===== config.mk =====
export PLATFORM = sky130hd
export DESIGN_NAME = prot_err_capture
export DESIGN_NICKNAME = d
export VERILOG_FILES = /design/src/rtl/prot_err_pkg.sv /design/src/rtl/prot_err_ctrl.sv /design/src/rtl/prot_err_datapath.sv /design/src/rtl/prot_err_capture.sv
export SDC_FILE = /design/constraint.sdc
export NUM_CORES = 1
export LEC_CHECK = 0
export BUFFER_PORTS_ARGS = -buffer_cell sky130_fd_sc_hd__buf_4
export CELL_PAD_IN_SITES_DETAIL_PLACEMENT = 1
export CELL_PAD_IN_SITES_GLOBAL_PLACEMENT = 1
export CORE_MARGIN = 2
export CORE_UTILIZATION = 46
export DETAILED_ROUTE_END_ITERATION = 16
export GPL_TIMING_DRIVEN = 0
export HOLD_SLACK_MARGIN = 0.03
export PLACE_DENSITY_LB_ADDON = 0.1
export REMOVE_ABC_BUFFERS = 1
export SLEW_MARGIN = 30
export SYNTH_ARGS = -nofsm -noshare
export SYNTH_HDL_FRONTEND = slang
export SYNTH_SLANG_ARGS = --single-unit

===== constraint.sdc =====
create_clock -name clk -period 2.95 [get_ports clk]
set_input_delay 0.295 -clock clk [delete_from_list [all_inputs] [get_ports clk]]
set_output_delay 0.295 -clock clk [all_outputs]
set_load 0.1 [all_outputs]

===== src/rtl/prot_err_pkg.sv =====
package prot_err_pkg;

  parameter int MAX_PORTS  = 8;
  parameter int REG_W      = 32;
  parameter int PID_W      = 8;
  parameter int MASTER_W   = 4;
  parameter int ATTR_W     = 2;
  parameter int VEC_FIELD_W = 16;

  // Control word field positions
  localparam int EN_BIT      = 0;
  localparam int NPORT_LSB   = 4;
  localparam int NPORT_W     = 4;
  localparam int NDESC_LSB   = 8;
  localparam int NDESC_W     = 8;

  // Detail word field positions
  localparam int DET_WR_BIT   = 0;
  localparam int DET_ATTR_LSB = 2;
  localparam int DET_MST_LSB  = 4;
  localparam int DET_PID_LSB  = 8;
  localparam int DET_VEC_LSB  = 16;

  // Strobes from control to datapath
  typedef struct packed {
    logic [MAX_PORTS-1:0] capMask;
    logic [MAX_PORTS-1:0] clrMask;
    logic                 enWr;
    logic                 enVal;
  } strobe_t;

endpackage


===== src/rtl/prot_err_ctrl.sv =====
module prot_err_ctrl
  import prot_err_pkg::*;
#(
  parameter int NUM_PORTS = 5,
  parameter int IDX_W     = 4
) (
  input  logic [IDX_W-1:0]     regIdx,
  input  logic                 regWrEn,
  input  logic [REG_W-1:0]     regWrData,
  input  logic [NUM_PORTS-1:0] errValid,
  input  logic                 enableIn,
  output strobe_t              strobe
);

  localparam int FLAG_LSB = REG_W - NUM_PORTS;

  logic ctrlWrite;

  assign ctrlWrite = regWrEn && (regIdx == '0);

  always_comb begin
    strobe = '0;
    strobe.enWr  = ctrlWrite;
    strobe.enVal = regWrData[EN_BIT];
    for (int n = 0; n < NUM_PORTS; n++) begin
      // Write-1-to-clear of each port flag
      strobe.clrMask[n] = ctrlWrite && regWrData[FLAG_LSB+n];
      // Capture only while protection is enabled
      strobe.capMask[n] = errValid[n] && enableIn;
    end
  end

endmodule


===== src/rtl/prot_err_datapath.sv =====
module prot_err_datapath
  import prot_err_pkg::*;
#(
  parameter int NUM_PORTS = 5,
  parameter int NUM_DESC  = 16,
  parameter int IDX_W     = 4
) (
  input  logic                                   clk,
  input  logic                                   rstN,
  input  strobe_t                                strobe,
  input  logic [IDX_W-1:0]                       regIdx,
  input  logic [NUM_PORTS-1:0][REG_W-1:0]        errAddr,
  input  logic [NUM_PORTS-1:0][NUM_DESC-1:0]     errDesc,
  input  logic [NUM_PORTS-1:0][PID_W-1:0]        errPid,
  input  logic [NUM_PORTS-1:0][MASTER_W-1:0]     errMaster,
  input  logic [NUM_PORTS-1:0][ATTR_W-1:0]       errAttr,
  input  logic [NUM_PORTS-1:0]                   errWrite,
  output logic [REG_W-1:0]                       rdData,
  output logic                                   enableOut,
  output logic [NUM_PORTS-1:0]                   flagsOut
);

  localparam int FLAG_LSB = REG_W - NUM_PORTS;

  logic                            enableQ;
  logic [NUM_PORTS-1:0]            flagQ;
  logic [NUM_PORTS-1:0][REG_W-1:0] addrQ;
  logic [NUM_PORTS-1:0][REG_W-1:0] detailQ;
  logic [REG_W-1:0]                ctrlWord;

  // Global enable, resets to 1
  always_ff @(posedge clk or negedge rstN) begin
    if (!rstN)            enableQ <= 1'b1;
    else if (strobe.enWr) enableQ <= strobe.enVal;
  end

  a_r8_enable_held: assert property (@(posedge clk) disable iff (!rstN)
    !strobe.enWr |=> $stable(enableQ));

  genvar n;
  generate
    for (n = 0; n < NUM_PORTS; n++) begin : gPort
      logic [REG_W-1:0] detailNext;

      always_comb begin
        detailNext = '0;
        detailNext[DET_VEC_LSB +: VEC_FIELD_W]  = VEC_FIELD_W'(errDesc[n]);
        detailNext[DET_PID_LSB +: PID_W]        = errPid[n];
        detailNext[DET_MST_LSB +: MASTER_W]     = errMaster[n];
        detailNext[DET_ATTR_LSB +: ATTR_W]      = errAttr[n];
        detailNext[DET_WR_BIT]                  = errWrite[n];
      end

      // Sticky flag: set has priority over clear
      always_ff @(posedge clk or negedge rstN) begin
        if (!rstN)                     flagQ[n] <= 1'b0;
        else if (strobe.capMask[n])    flagQ[n] <= 1'b1;
        else if (strobe.clrMask[n])    flagQ[n] <= 1'b0;
      end

      // Most recent fault only
      always_ff @(posedge clk or negedge rstN) begin
        if (!rstN) begin
          addrQ[n]   <= '0;
          detailQ[n] <= '0;
        end else if (strobe.capMask[n]) begin
          addrQ[n]   <= errAddr[n];
          detailQ[n] <= detailNext;
        end
      end

      a_r2_flag_set: assert property (@(posedge clk) disable iff (!rstN)
        strobe.capMask[n] |=> flagQ[n]);

      a_r2_addr_captured: assert property (@(posedge clk) disable iff (!rstN)
        strobe.capMask[n] |=> addrQ[n] == $past(errAddr[n]));

      a_r6_set_wins: assert property (@(posedge clk) disable iff (!rstN)
        (strobe.capMask[n] && strobe.clrMask[n]) |=> flagQ[n]);

      a_r5_flag_held: assert property (@(posedge clk) disable iff (!rstN)
        (!strobe.capMask[n] && !strobe.clrMask[n]) |=> $stable(flagQ[n]));

      a_r9_regs_held: assert property (@(posedge clk) disable iff (!rstN)
        !strobe.capMask[n] |=> ($stable(addrQ[n]) && $stable(detailQ[n])));
    end
  endgenerate

  always_comb begin
    ctrlWord = '0;
    ctrlWord[EN_BIT]                  = enableQ;
    ctrlWord[NPORT_LSB +: NPORT_W]    = NPORT_W'(NUM_PORTS);
    ctrlWord[NDESC_LSB +: NDESC_W]    = NDESC_W'(NUM_DESC);
    ctrlWord[FLAG_LSB +: NUM_PORTS]   = flagQ;
  end

  // Read mux: 0 control, 1+2n address, 2+2n detail
  always_comb begin
    rdData = '0;
    if (regIdx == '0) rdData = ctrlWord;
    for (int p = 0; p < NUM_PORTS; p++) begin
      if (regIdx == IDX_W'(1 + 2*p)) rdData = addrQ[p];
      if (regIdx == IDX_W'(2 + 2*p)) rdData = detailQ[p];
    end
  end

  assign enableOut = enableQ;
  assign flagsOut  = flagQ;

endmodule


===== src/rtl/prot_err_capture.sv =====
module prot_err_capture
  import prot_err_pkg::*;
#(
  parameter int NUM_PORTS = 5,
  parameter int NUM_DESC  = 16,
  localparam int IDX_W    = $clog2(2*NUM_PORTS + 1)
) (
  input  logic                               clk,
  input  logic                               rstN,
  input  logic [IDX_W-1:0]                   regIdx,
  input  logic                               regWrEn,
  input  logic [31:0]                        regWrData,
  output logic [31:0]                        regRdData,
  input  logic [NUM_PORTS-1:0]               errValid,
  input  logic [NUM_PORTS-1:0][31:0]         errAddr,
  input  logic [NUM_PORTS-1:0][NUM_DESC-1:0] errDesc,
  input  logic [NUM_PORTS-1:0][7:0]          errPid,
  input  logic [NUM_PORTS-1:0][3:0]          errMaster,
  input  logic [NUM_PORTS-1:0][1:0]          errAttr,
  input  logic [NUM_PORTS-1:0]               errWrite,
  output logic                               protEnable,
  output logic [NUM_PORTS-1:0]               portErrFlags
);

  strobe_t strobe;
  logic    enable;

  prot_err_ctrl #(.NUM_PORTS(NUM_PORTS), .IDX_W(IDX_W)) uCtrl (
    .regIdx    (regIdx),
    .regWrEn   (regWrEn),
    .regWrData (regWrData),
    .errValid  (errValid),
    .enableIn  (enable),
    .strobe    (strobe)
  );

  prot_err_datapath #(.NUM_PORTS(NUM_PORTS), .NUM_DESC(NUM_DESC), .IDX_W(IDX_W)) uData (
    .clk       (clk),
    .rstN      (rstN),
    .strobe    (strobe),
    .regIdx    (regIdx),
    .errAddr   (errAddr),
    .errDesc   (errDesc),
    .errPid    (errPid),
    .errMaster (errMaster),
    .errAttr   (errAttr),
    .errWrite  (errWrite),
    .rdData    (regRdData),
    .enableOut (enable),
    .flagsOut  (portErrFlags)
  );

  assign protEnable = enable;

endmodule


* Word-level counts from Yosys, hierarchy flattened
Index checks and enable logic that the tools add are counted.
Storage, ports and cells: logic and storage cells 64, RAM bits 0, bits in latches 0, output and inout port bits 38, register bits after elaboration 321, memories 0, bits in read-only memories 0, input port bits 359
Operators by class: multiplexer cells 21, $lt $le $gt $ge 0, div/mod/pow operators 0, equal/unequal tests 10, multiply operators 0, reductions and logical operators 17, bitwise gates (word level) 0, add/sub/neg operators 0, shift operators 0
Operators with widths (count):
- 32-bit 2-to-1 mux | 11
- 4-bit by 3-bit == test with 1-bit output (second input constant) | 4
- 4-bit == test (second input constant) | 3
- 1-bit logical AND | 11
- 1-bit 2-to-1 mux | 10
- 2-bit nonzero test | 5
- 4-bit by 2-bit == test with 1-bit output (second input constant) | 2
- 4-bit by 1-bit == test with 1-bit output (second input constant) | 1
- 4-bit zero test | 1

* Longest topological paths before layout
Gate-level depths: netlist of the first run.
depth after elaboration 12, gate-level depth with buffers 8, depth with buffers taken out 4

* Hierarchy
A second synthesis of the first run with hierarchy kept.
Unflattened totals: cell total of the unflattened synthesis 1117, area, all modules 15013.1 um^2
Modules (own cells, without submodules):
- prot_err_datapath | area each 14804.2 um^2, times used 1, cells each 1087, sequential area each 8034.0 um^2
- prot_err_ctrl | area each 209.0 um^2, times used 1, cells each 30, sequential area each 0.0 um^2

* Worst setup path before layout of the first run
OpenSTA, ideal clock, no wires.
path kind flip-flop to output port, start point reg uData.flagQ[4] (netlist: uData.flagsOut[4]), end point out regRdData[31], stages on the path, launching flop included 4, data required time 2.655 ns, path buffers 0, data arrival time 3.692 ns, slack -1.037 ns, cells stage by stage dfrtp_1 -> mux4_2 -> o21ai_0 -> a221oi_1
Between the ends: cells in the longest elaborated chain, start to end 11
Ends and longest elaborated chain:
- start: declaration | line prot_err_datapath.sv:26 | logic [NUM_PORTS-1:0] flagQ;
- start signal: indexed assignment | line prot_err_datapath.sv:56 | if (!rstN) flagQ[n] <= 1'b0;
- start signal: indexed assignment | line prot_err_datapath.sv:57 | else if (strobe.capMask[n]) flagQ[n] <= 1'b1;
- start signal: indexed assignment | line prot_err_datapath.sv:58 | else if (strobe.clrMask[n]) flagQ[n] <= 1'b0;
- 32-bit 2-to-1 mux | line prot_err_datapath.sv:100 | if (regIdx == '0) rdData = ctrlWord;
- 32-bit 2-to-1 mux | line prot_err_datapath.sv:102 | if (regIdx == IDX_W'(1 + 2*p)) rdData = addrQ[p];
- 32-bit 2-to-1 mux | line prot_err_datapath.sv:103 | if (regIdx == IDX_W'(2 + 2*p)) rdData = detailQ[p];
- 32-bit 2-to-1 mux | line prot_err_datapath.sv:102
- 32-bit 2-to-1 mux | line prot_err_datapath.sv:103
- 32-bit 2-to-1 mux | line prot_err_datapath.sv:102
- 32-bit 2-to-1 mux | line prot_err_datapath.sv:103
- 32-bit 2-to-1 mux | line prot_err_datapath.sv:102
- 32-bit 2-to-1 mux | line prot_err_datapath.sv:103
- 32-bit 2-to-1 mux | line prot_err_datapath.sv:102
- 32-bit 2-to-1 mux | line prot_err_datapath.sv:103
- end: declaration | line prot_err_capture.sv:13 | output logic [31:0] regRdData,
No other way between the ends.

* Final worst setup path of the first run
start point in regIdx[1], end point out regRdData[6]
Between the ends: cells in the longest elaborated chain, start to end 12, elaborated cells between the ends (all ways) 22
Ends and longest elaborated chain:
- start: declaration | line prot_err_capture.sv:10 | input logic [IDX_W-1:0] regIdx,
- 4-bit zero test | line prot_err_datapath.sv:100
- 32-bit 2-to-1 mux | line prot_err_datapath.sv:100
- 32-bit 2-to-1 mux | line prot_err_datapath.sv:102
- 32-bit 2-to-1 mux | line prot_err_datapath.sv:103
- 32-bit 2-to-1 mux | line prot_err_datapath.sv:102
- 32-bit 2-to-1 mux | line prot_err_datapath.sv:103
- 32-bit 2-to-1 mux | line prot_err_datapath.sv:102
- 32-bit 2-to-1 mux | line prot_err_datapath.sv:103
- 32-bit 2-to-1 mux | line prot_err_datapath.sv:102
- 32-bit 2-to-1 mux | line prot_err_datapath.sv:103
- 32-bit 2-to-1 mux | line prot_err_datapath.sv:102
- 32-bit 2-to-1 mux (*) | line prot_err_datapath.sv:103
Every way passes the cells marked *; elsewhere a longest branch is shown, timed or not.

==> flow_summary.yaml, run 1 <==
cells_and_area:
  areaGrowthSynthToFinish_pct: 51.7
  drive_gt1_share_pct: 45.1
  finalNonFillerCells: 2280
  utilization_pct: 70.8
  fin_nets: 2151
  nFillCells: 3047
  design_area_um2: 23000
route:
  via_per_inst: 5.81
  first_pass_iters: 5
  wire_per_inst_um: 29.0
  wl_um: 66100
  drt-initial-drc-count: 846
  drcViolationCount: 0
  ant_nets: 0
  vias: 13300
status:
  violations: "negative setup slack"
  status: "complete, but fails checks"
place:
  gp_congestion: 0.779
  port_buffers: 370
  placed_cell_area_um2: 18400
  dp_hpwl_um: 32200
  place_ws_ns: -0.106
  dp.cells: 1867
cts:
  insertion_delay_ns: 0.53
  cts-buffers-inserted: 38
  path_clk_slew_ns: 0.07
  root_buffer: "clkbuf_16"
  cts_tree: "built"
  htreeDepth: 2
  cts.path.max_buffers: 3
  clock_sinks: 321
power_and_ir_drop:
  leakage_uw: 0.0102
  cellPowerDensity_nw_per_um2: 762
  ir_drop_uv: 447
timing:
  final.setup.worst_slack_ns: -0.00475
  worstMarginPinSlew_ns: 0.923
  final-setup-viol-count: 1
  period_share_pct: 100
  slew-limit-headroom_pct: 38.5
  layout_min_cycle_time_ns: 2.95
  clock.fmax_mhz: 338
  fin_worst_skew_ns: 0.00933
  drv_slew: 0
  finalHoldViolations: 0
logic_synthesis:
  yosysUniqueCellTypes: 55
  synth_commonest_cells: "mux2_2 (340), dfrtp_1 (320), a21oi_1 (73)"
  seq_area_frac_synth_pct: 53.0
  ys_warn_count: 0
  ys_ff_latch: 321
  netlist.area_leader.share_pct: 52.9
  synth_edf_count: 0
  synth-main-ff-cell: "dfrtp_1"
  netlist_area_um2: 15100
  synth_cells: 1127
  synth_area_leader_cell: "dfrtp_1"
  synth.avg_cell_area_um2: 13.4
  yosys-top-cells-area: "dfrtp_1 (53%), mux2_2 (25%), mux2i_1 (2.8%)"
  synth.most_common_cell: "mux2_2"
  synth-async-reset-ratio_pct: 100
setup_path:
  path_class: "input pin to output pin"
  cp.arrival_ns: 2.66
  crit_required_ns: 2.65
  cp-end-kind: "output pin"
  start_kind: "input pin"
  worstPathMaxFanout: 91
floorplan:
  row_count: 66
  io_pins: 397
  design.core.area_um2: 32500
  die_area_um2: 34400
  start_util_pct: 46.7
  fp.dieW_um: 185
  die_y_um: 185
global_routing:
  grt_pass1_wl_um: 97100
  grt_pass1_vias: 15400
  grt_max_degree: 92
  gr-total-overflow: 0
  antenna_found_initial: 13
  track_usage_pct: 38.0
job:
  drv_cap: 0
worst_hold_path:
  min_path_type: "input pin to flip-flop"
-- layout by cell type, fill, tap and decap left out, drive strengths merged, types with 4 or more instances in the layout --
cell type    Yosys  layout
buf             81     389
mux2           340     340
dlygate4sd3      0     322
dfrtp          320     320
a21oi           74      74
clkbuf           6      60
mux2i           42      42
o221ai          41      41
nor2            30      30
nand2           28      28
a211oi          20      20
a22oi           20      20
o21a            19      19
nor2b           19      19
diode            0      16
clkinv           0      10
nand2b           9       9
o21ai            9       9
mux4             8       8
a22o             7       7
o22ai            6       6
and2b            5       5
a221oi           4       4
o32ai            4       4
or2              4       4
-- state kept, by name, summed over array words and instances (netlist names) --
name             flops
uData.addrQ        160
uData.detailQ      155
uData.enableOut      1
uData.flagsOut       5
-- timing repair --
| item | 4_1_cts | 5_1_grt |
|---|---|---|
| resized for setup | 2 | 3 |
| hold buffers | 322 | 0 |
| buffers inserted | 1 | 3 |
| endpoints found under the setup margin | 22 | 9 |
| endpoints found under the hold margin | 366 | 0 |
| pin swaps | 1 | 1 |
| cloned | 0 | 1 |
-- metal layers --
| metal | up-vias | track usage, % | routed length, um |
|---|---|---|---|
| li1 | 5537 | - | - |
| met1 | 6899 | 43.9 | 25000 |
| met2 | 626 | 68.0 | 34100 |
| met3 | 195 | 7.45 | 4030 |
| met4 | 0 | 17.4 | 2990 |
| met5 | - | 0 | 0 |
-- worst paths after layout --
| kind | start | to | slack, ns | cells past startpoint |
|---|---|---|---|---|
| max in group asynchronous | rstN | uData.addrQ[73] | 1.33 | 5 |
| setup reg to reg | uData.enableOut | uData.addrQ[117] | 0.85 | 3 |
| hold / removal | regWrData[31] | uData.flagsOut[4] | 0.09 | 3 |
| setup / recovery | regIdx[1] | regRdData[6] | -0.005 | 5 |
| min in group asynchronous | rstN | uData.flagsOut[3] | 0.36 | 2 |
| hold reg to reg | uData.detailQ[36] | uData.detailQ[36] | 0.50 | 1 |
-- critical path, stage by stage --
cell and delay, ns:
buf_6 0.61, nand2b_1 0.53, o21ai_0 0.31, o221ai_1 0.43, buf_4 0.38
-- power breakdown --
part	total, uW	internal (uW)	switching [uW]
clock	4840	2810	2030
sequential	7290	6090	1200
combinational	5370	2660	2710
total	17500	11600	5950
-- through the flow --
step / hold WS (ns) / TNS, ns / total power [uW]
after global routing: 0.0698 / -0.0201 / 18100
after global placement: 0.481 / -783.03 / 11400
after floorplan: -0.000591 / -10.10 / 10100
after detailed placement: 0.245 / -1.09 / 11600
final: 0.0883 / -0.00475 / 17500
after CTS: 0.0559 / 0 / 16800
-- final cells by class --
class | instances | area, um^2 | share of cell area, %
Timing Repair Buffer | 712 | 6470 | 28.1
Multi-Input combinational cell | 718 | 6640 | 28.9
Inverter | 1 | 3.75 | 0.0163
Sequential cell | 321 | 8030 | 35.0
Clock buffer | 59 | 1160 | 5.06
Tap cell | 442 | 553 | 2.41
Clock inverter | 11 | 80.1 | 0.348
Antenna cell | 16 | 40.0 | 0.174
-- cell families after synthesis --
group | share of synthesized area [%]
muxes | 29.2
DFF | 53.0
AOI/OAI and AO/OA | 10.2
and+or+nand+nor | 3.75
buffers and inverters | 3.78
Note: power is estimated with default switching activity, not from simulation.
==> run 2: changes to the inputs <==
--- a/config.mk
+++ b/config.mk
@@ -14,6 +14,7 @@
 export GPL_TIMING_DRIVEN = 0
 export HOLD_SLACK_MARGIN = 0.03
 export PLACE_DENSITY_LB_ADDON = 0.1
+export RECOVER_POWER = 50
 export REMOVE_ABC_BUFFERS = 1
 export SLEW_MARGIN = 30
 export SYNTH_ARGS = -nofsm -noshare
==> run 2 against run 1 <==
  * The flow now finishes without violations
  * Sequential cell count unchanged
  * Fmax up 2.2%
  * Utilization down 0.28 points
  * Clock power about the same
  * First-iteration DRC count up 0.59%
  * Die area unchanged
==> flow_summary.yaml, run 2 (synthesis gave the netlist of run 1 again) <==
status:
  status: "finished, final reports clean"
cts:
  cts-buffers-inserted: 38
  cts_tree: "built"
  clock_sinks: 321
  cts.path.max_buffers: 3
  root_buffer: "clkbuf_16"
  insertion_delay_ns: 0.53
  path_clk_slew_ns: 0.07
  htreeDepth: 2
power_and_ir_drop:
  cellPowerDensity_nw_per_um2: 764
  leakage_uw: 0.0101
  ir_drop_uv: 448
worst_hold_path:
  min_path_type: "input pin to flip-flop"
  worstHoldStart: "regWrData[30]"
setup_path:
  cp-end-kind: "output pin"
  r2r-end: "uData.addrQ[117]"
  endpoint: "regRdData[0]"
  cp.arrival_ns: 2.59
  path_class: "flip-flop to output pin"
  worstRegToRegCells: 3
  worstPathMaxFanout: 13
  start_kind: "flip-flop"
  crit_required_ns: 2.65
  r2r-start: "uData.enableOut"
  r2r_slack_ns: 0.50
  startpoint: "uData.enableOut"
timing:
  holdWs_ns: 0.0886
  finalHoldViolations: 0
  period_share_pct: 98.0
  final-setup-viol-count: 0
  layout_min_cycle_time_ns: 2.89
  finalSetupTns_ns: 0
  clock.fmax_mhz: 346
  drv_slew: 0
  slew-limit-headroom_pct: 5.06
  fin_worst_skew_ns: 0.0101
  grt_setup_unrepaired: "false"
  worstMarginPinSlew_ns: 1.42
global_routing:
  track_usage_pct: 38.0
  grt_pass1_vias: 15400
  grt_max_degree: 92
  antenna_found_initial: 13
  grt_pass1_wl_um: 97100
  gr-total-overflow: 0
route:
  wire_per_inst_um: 29.0
  drcViolationCount: 0
  wl_um: 66100
  vias: 13300
  drt-initial-drc-count: 851
  ant_nets: 0
  first_pass_iters: 5
  via_per_inst: 5.84
floorplan:
  fp.dieW_um: 185
  start_util_pct: 46.7
  die_y_um: 185
  die_area_um2: 34400
  design.core.area_um2: 32500
  io_pins: 397
  row_count: 66
place:
  placed_cell_area_um2: 18400
  port_buffers: 370
  dp_hpwl_um: 32200
  gp_congestion: 0.779
cells_and_area:
  areaGrowthSynthToFinish_pct: 51.1
  design_area_um2: 22900
  layout_commonest_cell: "buf_4"
  largest_register_ff_count: 160
  top_register: "uData.addrQ"
  mostFrequentLayoutCells: "buf_4 (364), mux2_2 (340), dlygate4sd3_1 (322), dfrtp_1 (320), a21oi_1 (73)"
  fin_nets: 2151
  drive_gt1_share_pct: 44.8
job:
  drv_cap: 0
-- run 2: worst min-delay path by stage --
| stage | cells after the start | to |
|---|---|---|
| 2_1_floorplan | 0 | uData.addrQ[0] |
| 3_3_place_gp | 1 | uData.detailQ[60] |
| 3_5_place_dp | 1 | uData.addrQ[132] |
| 4_1_cts | 3 | uData.flagsOut[3] |
| 5_1_grt | 3 | uData.flagsOut[3] |
| 6_report | 3 | uData.flagsOut[3] |
-- run 2: power by group --
group | internal (uW) | switching [uW]
Combinational | 2650 | 2700
Clock | 2810 | 2030
Sequential | 6090 | 1210
-- run 2: repair_timing --
action                                  in CTS  in global routing
gates resized for setup                      2                  3
hold buffers                               322                  0
cloned                                       0                  1
setup buffers                                1                  3
pin swaps                                    1                  1
endpoints found under the hold margin      366                  0
endpoints found under the setup margin      22                  9
-- run 2: final cells by class --
cell class	instances	area, um^2
antenna	15	37.5
tap	442	553
inverter	1	3.75
multi-input combinational	718	6640
fill	3051	9560
sequential	321	8030
timing repair buffer	712	6380
clock buffer	59	1160
clock inverter	11	80.1
-- run 2: critical path, stage by stage (launching register included) --
cell,delay (ns)
dfstp_1,1.03
a221o_1,0.27
a21oi_1,0.06
o32ai_1,0.33
buf_4,0.38
-- run 2: through the flow --
step	power (uW)	std cells	setup slack [ns]	utilization, %
2_1_floorplan	10100	1040	-1.04	-
3_3_place_gp	11400	1852	-2.34	55.2
3_5_place_dp	11600	1867	-0.106	56.6
4_1_cts	16800	2260	0.0705	70.4
5_1_grt	18100	2277	0.0260	70.5
6_report	17500	2279	0.0601	70.5
-- run 2: routing by layer --
metal	track usage, %	up-vias	wire length (um)
met5	0	-	0
met4	17.4	0	2910
met3	7.45	191	4070
met2	68.0	603	34200
met1	43.9	6988	24900
li1	-	5528	-
==> run 3: changes to the inputs <==
--- a/config.mk
+++ b/config.mk
@@ -5,16 +5,17 @@
 export SDC_FILE = /design/constraint.sdc
 export NUM_CORES = 1
 export LEC_CHECK = 0
+export ABC_AREA = 1
 export BUFFER_PORTS_ARGS = -buffer_cell sky130_fd_sc_hd__buf_4
 export CELL_PAD_IN_SITES_DETAIL_PLACEMENT = 1
 export CELL_PAD_IN_SITES_GLOBAL_PLACEMENT = 1
 export CORE_MARGIN = 2
-export CORE_UTILIZATION = 46
+export CORE_UTILIZATION = 43
 export DETAILED_ROUTE_END_ITERATION = 16
 export GPL_TIMING_DRIVEN = 0
 export HOLD_SLACK_MARGIN = 0.03
 export PLACE_DENSITY_LB_ADDON = 0.1
-export RECOVER_POWER = 50
+export RECOVER_POWER = 100
 export REMOVE_ABC_BUFFERS = 1
 export SLEW_MARGIN = 30
 export SYNTH_ARGS = -nofsm -noshare
==> run 3 against run 2 <==
  * Clock-buffer cell count fell by 3
  * Sequential power down 3.3%
  * Global-route usage is 2.1 points lower
  * Sequential share of layout area up 1.4 points
  * Setup slack improved by 0.022 ns
  * Final area fell by 3.8%
  * Worst hold slack lost 0.053 ns
  * Via count up 2.5%
  * The flow now finishes with violations (max-capacitance violations, max-slew violations)
  * Highest routed layer unchanged
==> flow_summary.yaml, run 3 <==
cts:
  clock_sinks: 321
  insertion_delay_ns: 0.54
  root_buffer: "clkbuf_16"
  cts_setup_buffers: 0
  cts.path.max_buffers: 3
  path_clk_slew_ns: 0.06
  cts-buffers-inserted: 39
  htreeDepth: 2
  cts_tree: "built"
timing:
  worstMarginPinSlew_ns: 2.00
  finalHoldViolations: 0
  layout_min_cycle_time_ns: 2.87
  final-setup-viol-count: 0
  fin_worst_skew_ns: 0.0216
  drv_slew: 150
  period_share_pct: 97.2
  slew-limit-headroom_pct: -33.2
  finalSetupTns_ns: 0
  clock.fmax_mhz: 349
logic_synthesis:
  ys_ff_latch: 321
  yosysUniqueCellTypes: 26
  yosys-top-cells-area: "dfrtp_1 (56%), mux2_2 (20%), nand2_1 (6.7%)"
  seq_area_frac_synth_pct: 56.0
  synth-main-ff-cell: "dfrtp_1"
  synth.most_common_cell: "dfrtp_1"
  netlist_area_um2: 14300
  ys_warn_count: 0
  synth_commonest_cells: "dfrtp_1 (320), nand2_1 (257), mux2_2 (255)"
  netlist.area_leader.share_pct: 55.8
  synth_cells: 1356
  synth.avg_cell_area_um2: 10.6
  synth_area_leader_cell: "dfrtp_1"
  synth-async-reset-ratio_pct: 100
  synth_edf_count: 0
route:
  drt-initial-drc-count: 796
  first_pass_iters: 5
  wl_um: 63700
  drcViolationCount: 0
  m1WireLength_um: 23400
  highest_layer: "met4"
  met3WireLength_um: 3440
  via_per_inst: 5.44
  wire_per_inst_um: 25.4
  vias: 13600
  wl_met2_um: 33600
  ant_nets: 0
power_and_ir_drop:
  cellPowerDensity_nw_per_um2: 759
  p_total_uw: 16700
  ir_drop_uv: 571
  leakage_uw: 0.0103
cells_and_area:
  layout_commonest_cell: "buf_4"
  mostFrequentLayoutCells: "buf_4 (333), dfrtp_1 (320), dlygate4sd3_1 (306), nand2_1 (254), mux2_2 (234)"
  design_area_um2: 22000
  areaGrowthSynthToFinish_pct: 53.4
  largest_register_ff_count: 160
  drive_gt1_share_pct: 34.5
  finalNonFillerCells: 2510
  top_register: "uData.addrQ"
  nFillCells: 3379
  fin_nets: 2377
  utilization_pct: 67.3
global_routing:
  grt_pass1_wl_um: 95800
  antenna_found_initial: 17
  track_usage_pct: 35.9
  gr-total-overflow: 0
  grt_pass1_vias: 15900
  grt_max_degree: 82
floorplan:
  fp.dieW_um: 187
  design.core.area_um2: 32700
  io_pins: 397
  die_area_um2: 34800
  row_count: 66
  die_y_um: 187
  start_util_pct: 43.9
setup_path:
  start_kind: "input pin"
  worstPathMaxFanout: 14
  cp-end-kind: "output pin"
  crit_required_ns: 2.65
  cp.arrival_ns: 2.57
  path_class: "input pin to output pin"
place:
  placed_cell_area_um2: 17800
  dp_hpwl_um: 32700
  gp_congestion: 0.778
  port_buffers: 370
  dp.cells: 2111
status:
  violations: "max-capacitance violations, max-slew violations"
  status: "complete, but fails checks"
job:
  drv_cap: 2
worst_hold_path:
  min_path_type: "input pin to flip-flop"
## run 3: worst paths after layout
kind / slack, ns / end / cells past startpoint / from
max: 0.08 / regRdData[11] / 13 / regIdx[3]
min reg2reg: 0.50 / uData.addrQ[126] / 1 / uData.addrQ[126]
max reg2reg: 0.10 / uData.addrQ[151] / 3 / uData.enableOut
min in group asynchronous: 0.26 / uData.addrQ[10] / 2 / rstN
min: 0.04 / uData.addrQ[60] / 3 / errAddr[60]
max in group asynchronous: 0.42 / uData.detailQ[115] / 3 / rstN
## run 3: per-layer routing
metal | vias up | global-route usage [%]
met5 | - | 0
met4 | 0 | 17.4
met3 | 173 | 6.32
met1 | 6986 | 40.0
li1 | 5917 | -
met2 | 567 | 66.0
## run 3: cells by family after synthesis
group | Yosys count | synth area share (%)
AND/OR/NAND/NOR | 486 | 14.5
flip-flops | 321 | 56.0
multiplexers | 255 | 20.0
AO/OA/AOI/OAI | 147 | 5.16
buffers and inverters | 147 | 4.37
## run 3: critical path: stages
cell	delay, ns
clkbuf_2	0.12
inv_1	0.11
nand2_1	0.31
nor2_4	0.61
nand2_1	0.19
nand2_1	0.13
nor2_1	0.08
nand3_1	0.08
nand2_1	0.06
nand3_1	0.12
nand2_1	0.07
nand2_1	0.07
clkbuf_4	0.32
## run 3: layout make-up
cell class                      instances  area [um^2]  area share [%]
Tap cell                              442          553            2.51
Timing Repair Buffer                  691         6060            27.5
Clock buffer                           56         1150            5.22
Clock inverter                         15          118           0.534
Sequential cell                       321         8030            36.5
Inverter                               75          289            1.31
Antenna cell                           20         50.0           0.227
Multi-Input combinational cell        890         5760            26.2
## run 3: report_power, final
group | total, uW | switching (uW) | leakage, uW | internal, uW
Combinational | 4760 | 2680 | 0.00592 | 2080
Clock | 4880 | 2070 | 0.000640 | 2810
Sequential | 7060 | 1010 | 0.00371 | 6050
## run 3: repair_timing
item	4_1_cts	5_1_grt
hold buffers	306	0
gates cloned	1	1
pin swaps	1	1
setup endpoints to repair	13	29
gates resized for setup	2	8
endpoints found under the hold margin	349	0
## run 3: metrics by stage
| step | hold slack [ns] | setup WS (ns) |
|---|---|---|
| final | 0.0355 | 0.0819 |
| after global routing | 0.0342 | -0.00469 |
| after CTS | 0.0303 | 0.00990 |
| after detailed placement | 0.234 | -0.0812 |
| after global placement | 0.480 | -1.60 |
| after floorplan | -0.000591 | -0.155 |
